<file path="src/rtl/coinc_pkg.sv">
package coinc_pkg;
    typedef enum logic [1:0] {
        CO_IDLE     = 2'd0,
        CO_TOP_WAIT = 2'd1,
        CO_BOT_WAIT = 2'd2,
        CO_MATCH    = 2'd3
    } co_state_t;
endpackage

</file>
<file path="src/rtl/hit_sync.sv">
module hit_sync #(
    parameter int W = 8
) (
    input  logic         clk,
    input  logic         rst_n,
    input  logic [W-1:0] raw,
    output logic [W-1:0] lvl,
    output logic [W-1:0] prev
);
    logic [W-1:0] meta_q;
    logic [W-1:0] sync_q;
    logic [W-1:0] old_q;

    always_ff @(posedge clk) begin
        if (!rst_n) begin
            meta_q <= '0;
            sync_q <= '0;
            old_q  <= '0;
        end else begin
            meta_q <= raw;
            sync_q <= meta_q;
            old_q  <= sync_q;
        end
    end

    assign lvl  = sync_q;
    assign prev = old_q;
endmodule

</file>
<file path="src/rtl/coinc_fsm.sv">
module coinc_fsm
    import coinc_pkg::*;
#(
    parameter int WIN_W = 3
) (
    input  logic             clk,
    input  logic             rst_n,
    input  logic             clear,
    input  logic [WIN_W-1:0] win,
    input  logic             top_rise,
    input  logic             bot_rise,
    output logic             match
);
    co_state_t        state_q, state_d;
    logic [WIN_W-1:0] cnt_q, cnt_d;

    // state register
    always_ff @(posedge clk) begin
        if (!rst_n) begin
            state_q <= CO_IDLE;
            cnt_q   <= '0;
        end else begin
            state_q <= state_d;
            cnt_q   <= cnt_d;
        end
    end

    // next state and window counter
    always_comb begin
        state_d = state_q;
        cnt_d   = cnt_q;
        if (clear) begin
            state_d = CO_IDLE;
            cnt_d   = '0;
        end else begin
            unique case (state_q)
                CO_IDLE: begin
                    cnt_d = WIN_W'(1);
                    if (top_rise && bot_rise)         state_d = CO_MATCH;
                    else if (win == '0)               state_d = CO_IDLE;
                    else if (top_rise)                state_d = CO_TOP_WAIT;
                    else if (bot_rise)                state_d = CO_BOT_WAIT;
                end
                CO_TOP_WAIT: begin
                    if (bot_rise && cnt_q <= win)     state_d = CO_MATCH;
                    else if (cnt_q >= win)            state_d = CO_IDLE;
                    else                              cnt_d   = cnt_q + WIN_W'(1);
                end
                CO_BOT_WAIT: begin
                    if (top_rise && cnt_q <= win)     state_d = CO_MATCH;
                    else if (cnt_q >= win)            state_d = CO_IDLE;
                    else                              cnt_d   = cnt_q + WIN_W'(1);
                end
                CO_MATCH: state_d = CO_MATCH;
                default:  state_d = CO_IDLE;
            endcase
        end
    end

    // outputs
    always_comb begin
        match = (state_q == CO_MATCH);
    end
endmodule

</file>
<file path="src/rtl/strip_set.sv">
module strip_set #(
    parameter int NZ    = 5,
    parameter int WIN_W = 3
) (
    input  logic             clk,
    input  logic             rst_n,
    input  logic             clear,
    input  logic [WIN_W-1:0] win,
    input  logic             phi_lvl,
    input  logic             phi_prev,
    input  logic [NZ-1:0]    z_lvl,
    input  logic [NZ-1:0]    z_prev,
    output logic             phi_lat,
    output logic [NZ-1:0]    z_lat,
    output logic             coinc
);
    logic top_rise;
    logic bot_rise;

    assign top_rise = phi_lvl & ~phi_prev;
    assign bot_rise = (|z_lvl) & ~(|z_prev);

    always_ff @(posedge clk) begin
        if (!rst_n || clear) begin
            phi_lat <= 1'b0;
            z_lat   <= '0;
        end else begin
            phi_lat <= phi_lat | phi_lvl;
            z_lat   <= z_lat | z_lvl;
        end
    end

    coinc_fsm #(.WIN_W(WIN_W)) u_fsm (
        .clk      (clk),
        .rst_n    (rst_n),
        .clear    (clear),
        .win      (win),
        .top_rise (top_rise),
        .bot_rise (bot_rise),
        .match    (coinc)
    );
endmodule

</file>
<file path="src/rtl/coinc_top.sv">
module coinc_top #(
    parameter int NSETS = 64,
    parameter int NZ    = 5,
    parameter int WIN_W = 3
) (
    input  logic                clk,
    input  logic                rst_n,
    input  logic                clear,
    input  logic [WIN_W-1:0]    win_cfg,
    input  logic [NSETS-1:0]    phi_raw,
    input  logic [NSETS*NZ-1:0] z_raw,
    output logic [NSETS-1:0]    phi_lat,
    output logic [NSETS*NZ-1:0] z_lat,
    output logic [NSETS-1:0]    coinc_lat,
    output logic                any_phi,
    output logic                any_z,
    output logic                any_coinc
);
    localparam int NZT = NSETS * NZ;

    logic [NSETS-1:0] phi_lvl, phi_prev;
    logic [NZT-1:0]   z_lvl, z_prev;

    hit_sync #(.W(NSETS)) u_phi_sync (
        .clk (clk), .rst_n (rst_n), .raw (phi_raw),
        .lvl (phi_lvl), .prev (phi_prev)
    );

    hit_sync #(.W(NZT)) u_z_sync (
        .clk (clk), .rst_n (rst_n), .raw (z_raw),
        .lvl (z_lvl), .prev (z_prev)
    );

    for (genvar s = 0; s < NSETS; s++) begin : g_set
        strip_set #(.NZ(NZ), .WIN_W(WIN_W)) u_set (
            .clk      (clk),
            .rst_n    (rst_n),
            .clear    (clear),
            .win      (win_cfg),
            .phi_lvl  (phi_lvl[s]),
            .phi_prev (phi_prev[s]),
            .z_lvl    (z_lvl[s*NZ +: NZ]),
            .z_prev   (z_prev[s*NZ +: NZ]),
            .phi_lat  (phi_lat[s]),
            .z_lat    (z_lat[s*NZ +: NZ]),
            .coinc    (coinc_lat[s])
        );
    end

    assign any_phi   = |phi_lat;
    assign any_z     = |z_lat;
    assign any_coinc = |coinc_lat;
endmodule

</file>
<file path="config.mk">
export PLATFORM = sky130hd
export DESIGN_NAME = coinc_top
export DESIGN_NICKNAME = d
export VERILOG_FILES = /design/src/rtl/coinc_pkg.sv /design/src/rtl/hit_sync.sv /design/src/rtl/coinc_fsm.sv /design/src/rtl/strip_set.sv /design/src/rtl/coinc_top.sv
export SDC_FILE = /design/constraint.sdc
export NUM_CORES = 2
export LEC_CHECK = 0
export BUFFER_PORTS_ARGS = -buffer_cell sky130_fd_sc_hd__buf_2
export CORE_AREA = 2 2 391 393
export DETAILED_ROUTE_END_ITERATION = 6
export DIE_AREA = 0 0 393 395
export HOLD_SLACK_MARGIN = 0.06
export PLACE_DENSITY = 0.75
export SLEW_MARGIN = 5
export SYNTH_ARGS = -nofsm -noshare
export SYNTH_HDL_FRONTEND = slang
export SYNTH_HIERARCHICAL = 1
export SYNTH_SLANG_ARGS = --single-unit
</file>
<file path="constraint.sdc">
create_clock -name clk -period 1.78 [get_ports clk]
set_input_delay 0.356 -clock clk [delete_from_list [all_inputs] [get_ports clk]]
set_output_delay 0.356 -clock clk [all_outputs]
set_load 0.01 [all_outputs]
</file>
# After elaboration in Yosys (flattened, before gate mapping)
# Cells that the tools add are included.
dict set report word_totals {
  reg_bits 1856
  inputBits 390
  output_inout_bits 451
  wordCells 2510
}
dict set report op_classes {
  addsub 64
  order_cmp 128
  n_eq_ne 384
  n_mux 768
  n_bitwise 385
  n_reduce_logical 519
}
# operator count
set op_table {}
lappend op_table {{2-bit two-way mux} 448}
lappend op_table {{5-bit OR reduction} 128}
lappend op_table {{3-bit two-way mux} 192}
lappend op_table {{3-bit case mux with 3 select lines} 64}
lappend op_table {{2-bit case mux with 4 select lines} 64}
lappend op_table {{5-bit inequality test (second input constant)} 64}
lappend op_table {{5-bit bitwise OR} 64}
lappend op_table {{320-bit OR reduction} 1}
lappend op_table {{2-bit equality test (second input constant)} 128}
lappend op_table {{2-bit inequality test (second input constant)} 128}
lappend op_table {{3-bit by 1-bit adder with 3-bit output (second input constant)} 64}
lappend op_table {{3-bit greater-or-equal comparator} 64}
lappend op_table {{3-bit <= comparator} 64}
lappend op_table {{1-bit logical AND} 192}
lappend op_table {{3-bit AND reduction} 64}
lappend op_table {{3-bit nonzero test} 64}
lappend op_table {{1-bit inverter} 129}
lappend op_table {{1-bit bitwise AND} 128}
lappend op_table {{2-bit by 1-bit equality test with 1-bit output (second input constant)} 64}
lappend op_table {{2-bit zero test} 64}
lappend op_table {{64-bit OR reduction} 2}
lappend op_table {{1-bit bitwise OR} 64}
lappend op_table {{3-bit zero test} 1}
lappend op_table {{2-bit OR reduction} 1}
lappend op_table {{2 further kinds} 2}

# Longest topological paths before layout
dict set report logic_depth {
  depth_word 8
  depth_mapped 7
  ltp_nobuf 7
}

# By module
# The synthesis kept the hierarchy.
# module instances cells_per_inst area_per_inst_um2 seq_area_each_um2
set by_module_without_submodules {}
lappend by_module_without_submodules {{coinc_fsm (g_set[0].u_set.u_fsm ...)} 63 66 536.8 100.1}
lappend by_module_without_submodules {{hit_sync (u_z_sync)} 1 2026 26028.7 19218.4}
lappend by_module_without_submodules {strip_set 64 24 202.7 120.1}
lappend by_module_without_submodules {{hit_sync (u_phi_sync)} 1 405 5275.1 3843.7}
lappend by_module_without_submodules {coinc_top 1 149 965.9 0.0}
lappend by_module_without_submodules {{coinc_fsm (g_set[40].u_set.u_fsm)} 1 58 459.2 100.1}

# Worst setup path before layout
# Ideal clock, no wire load.
dict set report synth_path {
  path_type {register -> register}
  start {reg u_z_sync.old_q[1], in the netlist u_z_sync/prev[1]}
  end {reg g_set[0].u_set.u_fsm.state_q[0]}
  setup_ns 0.074
  arrival_time_ns 1.829
  t_required_ns 1.706
  slack_ns -0.123
  path_stages_with_launch 6
  path_buffers 0
  period_less_slack_ns 1.903
  path_cell_list {dfxtp_1 -> or4_1 -> a211oi_1 -> a22oi_1 -> or3_1 -> a31oi_1}
}
dict set report synth_between {
  elab_chain_len 6
  word_cells_on_any_way 9
  classes_between {eq/ne: 1; mux: 3; bitwise: 2; reduce/logical: 3}
}
# element line
set synth_lines {}
lappend synth_lines {{start: declaration} hit_sync.sv:12} ;# logic [W-1:0] old_q;
lappend synth_lines {{start signal: assignment} hit_sync.sv:22} ;# old_q <= sync_q;
lappend synth_lines {{5-bit OR reduction (*)} strip_set.sv:21} ;# assign bot_rise = (|z_lvl) & ~(|z_prev);
lappend synth_lines {{1-bit inverter (*)} strip_set.sv:21}
lappend synth_lines {{1-bit bitwise AND (*)} strip_set.sv:21}
lappend synth_lines {{named net g_set[0].u_set.bot_rise} strip_set.sv:18} ;# logic bot_rise;
lappend synth_lines {{1-bit logical AND, on equally long branches} {coinc_fsm.sv:45, coinc_fsm.sv:39}}
lappend synth_lines {{2-bit two-way mux, on equally long branches} {coinc_fsm.sv:45, coinc_fsm.sv:39}}
lappend synth_lines {{2-bit case mux with 4 select lines} coinc_fsm.sv:36} ;# unique case (state_q)
lappend synth_lines {{end signal: assignment} coinc_fsm.sv:23} ;# state_q <= state_d;
lappend synth_lines {{end: declaration} coinc_fsm.sv:14} ;# co_state_t state_q, state_d;
# The timed path passes the listed nets; every way through them passes the cells marked *.
# A chain may end at the register's enable or synchronous reset.

# Final worst setup path
dict set report layout_path {
  start {reg g_set[21].u_set.z_lat[0]}
  end {out any_z}
}
dict set report layout_between {
  elab_chain_len 1
}
# element line
set layout_lines {}
lappend layout_lines {{start: declaration} strip_set.sv:14} ;# output logic [NZ-1:0] z_lat,
lappend layout_lines {{start signal: assignment} strip_set.sv:29} ;# z_lat <= z_lat | z_lvl;
lappend layout_lines {{320-bit OR reduction} coinc_top.sv:51} ;# assign any_z = |z_lat;
lappend layout_lines {{end: declaration} coinc_top.sv:16} ;# output logic any_z,
# No other way between the ends.

==> flow_summary.yaml <==
status:
  status: "finished, violations left"
  violations_in_the_final_reports: "DRC, setup timing"
routing:
  wl_per_cell_microns: 21.9
  routed-via-count: 76931
  detail_route.vias_per_cell: 5.76
  final_antenna_net_count: 0
  detailedRoute.firstIterationViolations: 5951
  detail_route.wirelength_microns: 293000
  detail_route.drc_violations: 3
  firstDrtPassIters: 7
logic_synthesis:
  synth_top_area_share_pct: 46.7
  synth_edf_count: 0
  ys_seq_area_share_pct: 46.7
  synth_async_sr_flop_share_pct: 0
  yosys_warnings: 6
  syn_nets: 9297
  netlist_top_cells_area: "sky130_fd_sc_hd__dfxtp_1 47%, sky130_fd_sc_hd__and2_1 9.6%, sky130_fd_sc_hd__ha_1 9.0%, sky130_fd_sc_hd__nor2_1 4.6%, sky130_fd_sc_hd__inv_1 2.4%"
  ys.flop_type: "sky130_fd_sc_hd__dfxtp_1"
  synth_area_sq_um: 79500
  synth.ff_latch_count: 1856
  synthesis.instances: 8332
  yosysUniqueCellTypes: 51
  avgSynthCellArea_sq_um: 9.54
  yosys.area.top_type: "sky130_fd_sc_hd__dfxtp_1"
grt:
  largest_net_degree_at_the_start_of_global_routing: 81
  grt_pass1_wl_microns: 435000
  grt_overflow: 0
  grtUsageTotal_pct: 35.4
  antenna_violations_before_repair: 22
  grt_pass1_vias: 78561
sta:
  timing.final.crit_share_pct: 197
  final.setup.tns_ps: -52060
  max_freq_mhz: 285
  period_minus_slack_ps: 3510
  final-hold-violation-count: 0
  worst_slew_margin_rel_pct: 55.2
  finalClockSkew_ps: 59.2
  final_max_slew_viol_count: 0
  setup_violations: 623
  grt_setup_unrepaired: "true"
  timing_worst_slew_pin_value_ps: 671
  layout_setup_ws_ps: -1730
clock_network:
  path_clk_slew_ps: 70
  skew_pair_late_insertion_delay_ps: 850
  ctsHtreeMaxLevel: 4
  numCtsBuffers: 186
  cts.sinks: 1856
  cts.root.buffer_cell: "sky130_fd_sc_hd__clkbuf_16"
  clk_path_buf_depth: 3
  clock_tree_from_tritoncts: "built"
worst_setup_path:
  worst-setup-path-type: "flop to output port"
  cp-start-kind: "flop"
  critical_path.endpoint_type: "output port"
  path_max_fanout: 2
  timing.rr.start: "u_z_sync/prev[93]"
  critical_path_arrival_ps: 3150
  crit_path_start: "g_set[21].u_set/z_lat[0]"
  cp.required_ps: 1420
floorplan:
  die_y_microns: 395
  floorplan.die_area_sq_um: 155000
  die_w_microns: 393
  core.rowCount: 143
  initial_core_util_pct: 52.6
  design.portCount: 841
  floorplan.core_area_sq_um: 151000
layout:
  layoutNonFillerInstCount: 13357
  num-nets-final: 12118
  drive_above_1_share_pct: 33.0
  area_growth_pct: 45.0
  layout.filler_cells: 9047
power:
  vdd.ir_drop.worst_mv: 0.916
  power.density_nw_per_um2: 892
  leakage_power_total_nw: 49.7
flow_run:
  max-cap-violations: 0
placement:
  place.detailed.instances: 12460
  place.port_buffers: 840
  dpl.hpwl_microns: 189000
  gp_congestion: 0.946
worst_hold_path:
  hold_class: "input pin to flop"
  hold_path_startpoint: "clear"
[registers in the layout, indices dropped and copies added, names as in the netlist]
name and count:
u_phi_sync/lvl 64, u_z_sync/meta_q 320, u_phi_sync/meta_q 64, g_set.u_set/z_lat 320, u_phi_sync/prev 64, g_set.u_set/u_fsm/state_q 128
u_z_sync/lvl 320, u_z_sync/prev 320, g_set.u_set/phi_lat 64, g_set.u_set/u_fsm/cnt_q 192
[critical path, stage by stage, from the launching register on]
cell	delay [ps]
sky130_fd_sc_hd__dfxtp_1	330
sky130_fd_sc_hd__nor4_1	450
sky130_fd_sc_hd__buf_4	200
sky130_fd_sc_hd__nand4_1	150
sky130_fd_sc_hd__nor4_2	500
sky130_fd_sc_hd__buf_4	280
sky130_fd_sc_hd__nand4_1	190
sky130_fd_sc_hd__buf_2	200
[per-stage QoR]
stage | utilization [%] | hold WS (ps) | power [mW] | worst slack (ps) | area, sq um
4_1_cts | 74.9 | 87.1 | 101 | -1620 | 113000
3_3_place_gp | 64.0 | 414 | 57.4 | -1360 | 96800
5_1_grt | 76.3 | 141 | 106 | -1760 | 115000
2_1_floorplan | - | 412 | 52.1 | -13.3 | 80200
3_5_place_dp | 64.0 | 417 | 57.9 | -1230 | 96800
6_report | 76.3 | 163 | 103 | -1730 | 115000
[power by group]
group / internal (mW) / switching [mW]
Combinational: 8.00 / 8.73
Clock: 23.7 / 18.0
Sequential: 43.2 / 1.14
Total: 74.9 / 27.9
[routing by layer]
layer	up-vias	global-route usage [%]	wire length, microns
li1	35113	-	-
met1	37065	40.4	111000
met2	3581	59.2	138000
met3	1164	8.42	22500
met4	8	23.0	20800
met5	-	0	62
[cell usage after synthesis (68+ instances only)]
library cell and count:
sky130_fd_sc_hd__o2bb2ai_1 126, sky130_fd_sc_hd__o211ai_1 189, sky130_fd_sc_hd__nand2b_1 191, sky130_fd_sc_hd__and2_1 1215, sky130_fd_sc_hd__dfxtp_1 1856, sky130_fd_sc_hd__nor2_1 964
sky130_fd_sc_hd__or3_1 189, sky130_fd_sc_hd__nor4_1 176, sky130_fd_sc_hd__inv_1 513, sky130_fd_sc_hd__nor2b_1 191, sky130_fd_sc_hd__a31oi_1 129, sky130_fd_sc_hd__a211oi_1 190
sky130_fd_sc_hd__o21ai_0 254, sky130_fd_sc_hd__nand2_1 260, sky130_fd_sc_hd__ha_1 575, sky130_fd_sc_hd__or4_1 68
[placed cells by master, fill, tap and decap left out, types with 190 or more instances in the layout]
cell type / netlist / final
sky130_fd_sc_hd__buf_2: 9 / 669
sky130_fd_sc_hd__and2_1: 1215 / 1215
sky130_fd_sc_hd__buf_4: 1 / 1287
sky130_fd_sc_hd__nand2_1: 260 / 259
sky130_fd_sc_hd__inv_1: 513 / 513
sky130_fd_sc_hd__nand2b_1: 191 / 190
sky130_fd_sc_hd__nor2_1: 964 / 940
sky130_fd_sc_hd__o21ai_0: 254 / 211
sky130_fd_sc_hd__ha_1: 575 / 511
sky130_fd_sc_hd__dfxtp_2: 0 / 235
sky130_fd_sc_hd__dlygate4sd3_1: 0 / 385
sky130_fd_sc_hd__buf_6: 64 / 369
sky130_fd_sc_hd__nor2b_1: 191 / 190
sky130_fd_sc_hd__dfxtp_1: 1856 / 1598
[repair_timing]
| item | CTS | global route |
|---|---|---|
| gates resized for setup | 1369 | 300 |
| hold endpoints to repair | 395 | 0 |
| endpoints found under the setup margin | 764 | 769 |
| setup buffers | 110 | 79 |
| cloned | 0 | 0 |
| pin swaps | 552 | 245 |
| hold buffers | 385 | 0 |
[layout make-up]
| class | instances | area [sq um] | share of cell area (%) |
|---|---|---|---|
| flip-flops and latches | 1856 | 37500 | 32.6 |
| diodes | 16 | 40.0 | 0.0347 |
| repair buffers | 2760 | 21900 | 19.0 |
| well taps | 2030 | 2540 | 2.20 |
| clock buffers | 274 | 5510 | 4.78 |
| clock inverters | 72 | 1040 | 0.898 |
| inverters | 513 | 1930 | 1.67 |
| multi-input cells | 5836 | 44800 | 38.8 |
[final timing paths]
check                                      to  slack [ps]  depth (start not counted)
max                                     any_z       -1730                          7
min          g_set[23].u_set/u_fsm/state_q[1]         160                          4
max reg2reg  g_set[18].u_set/u_fsm/state_q[0]        -310                          6
min reg2reg                  u_z_sync/lvl[71]         430                          1
[cells by family (layout without fill, tap and decap cells)]
logic type	after synthesis	after routing	synth area share (%)
mux	63	63	0.793
other cells	0	16	0
compound gates	1718	1718	15.8
simple gates	3479	3479	23.9
flops	1856	1856	46.7
buf+inv	640	3619	3.72
xor+xnor	1	1	0.0110
fa+ha+maj	575	575	9.05
No activity file was read; power rests on OpenSTA's default activity.
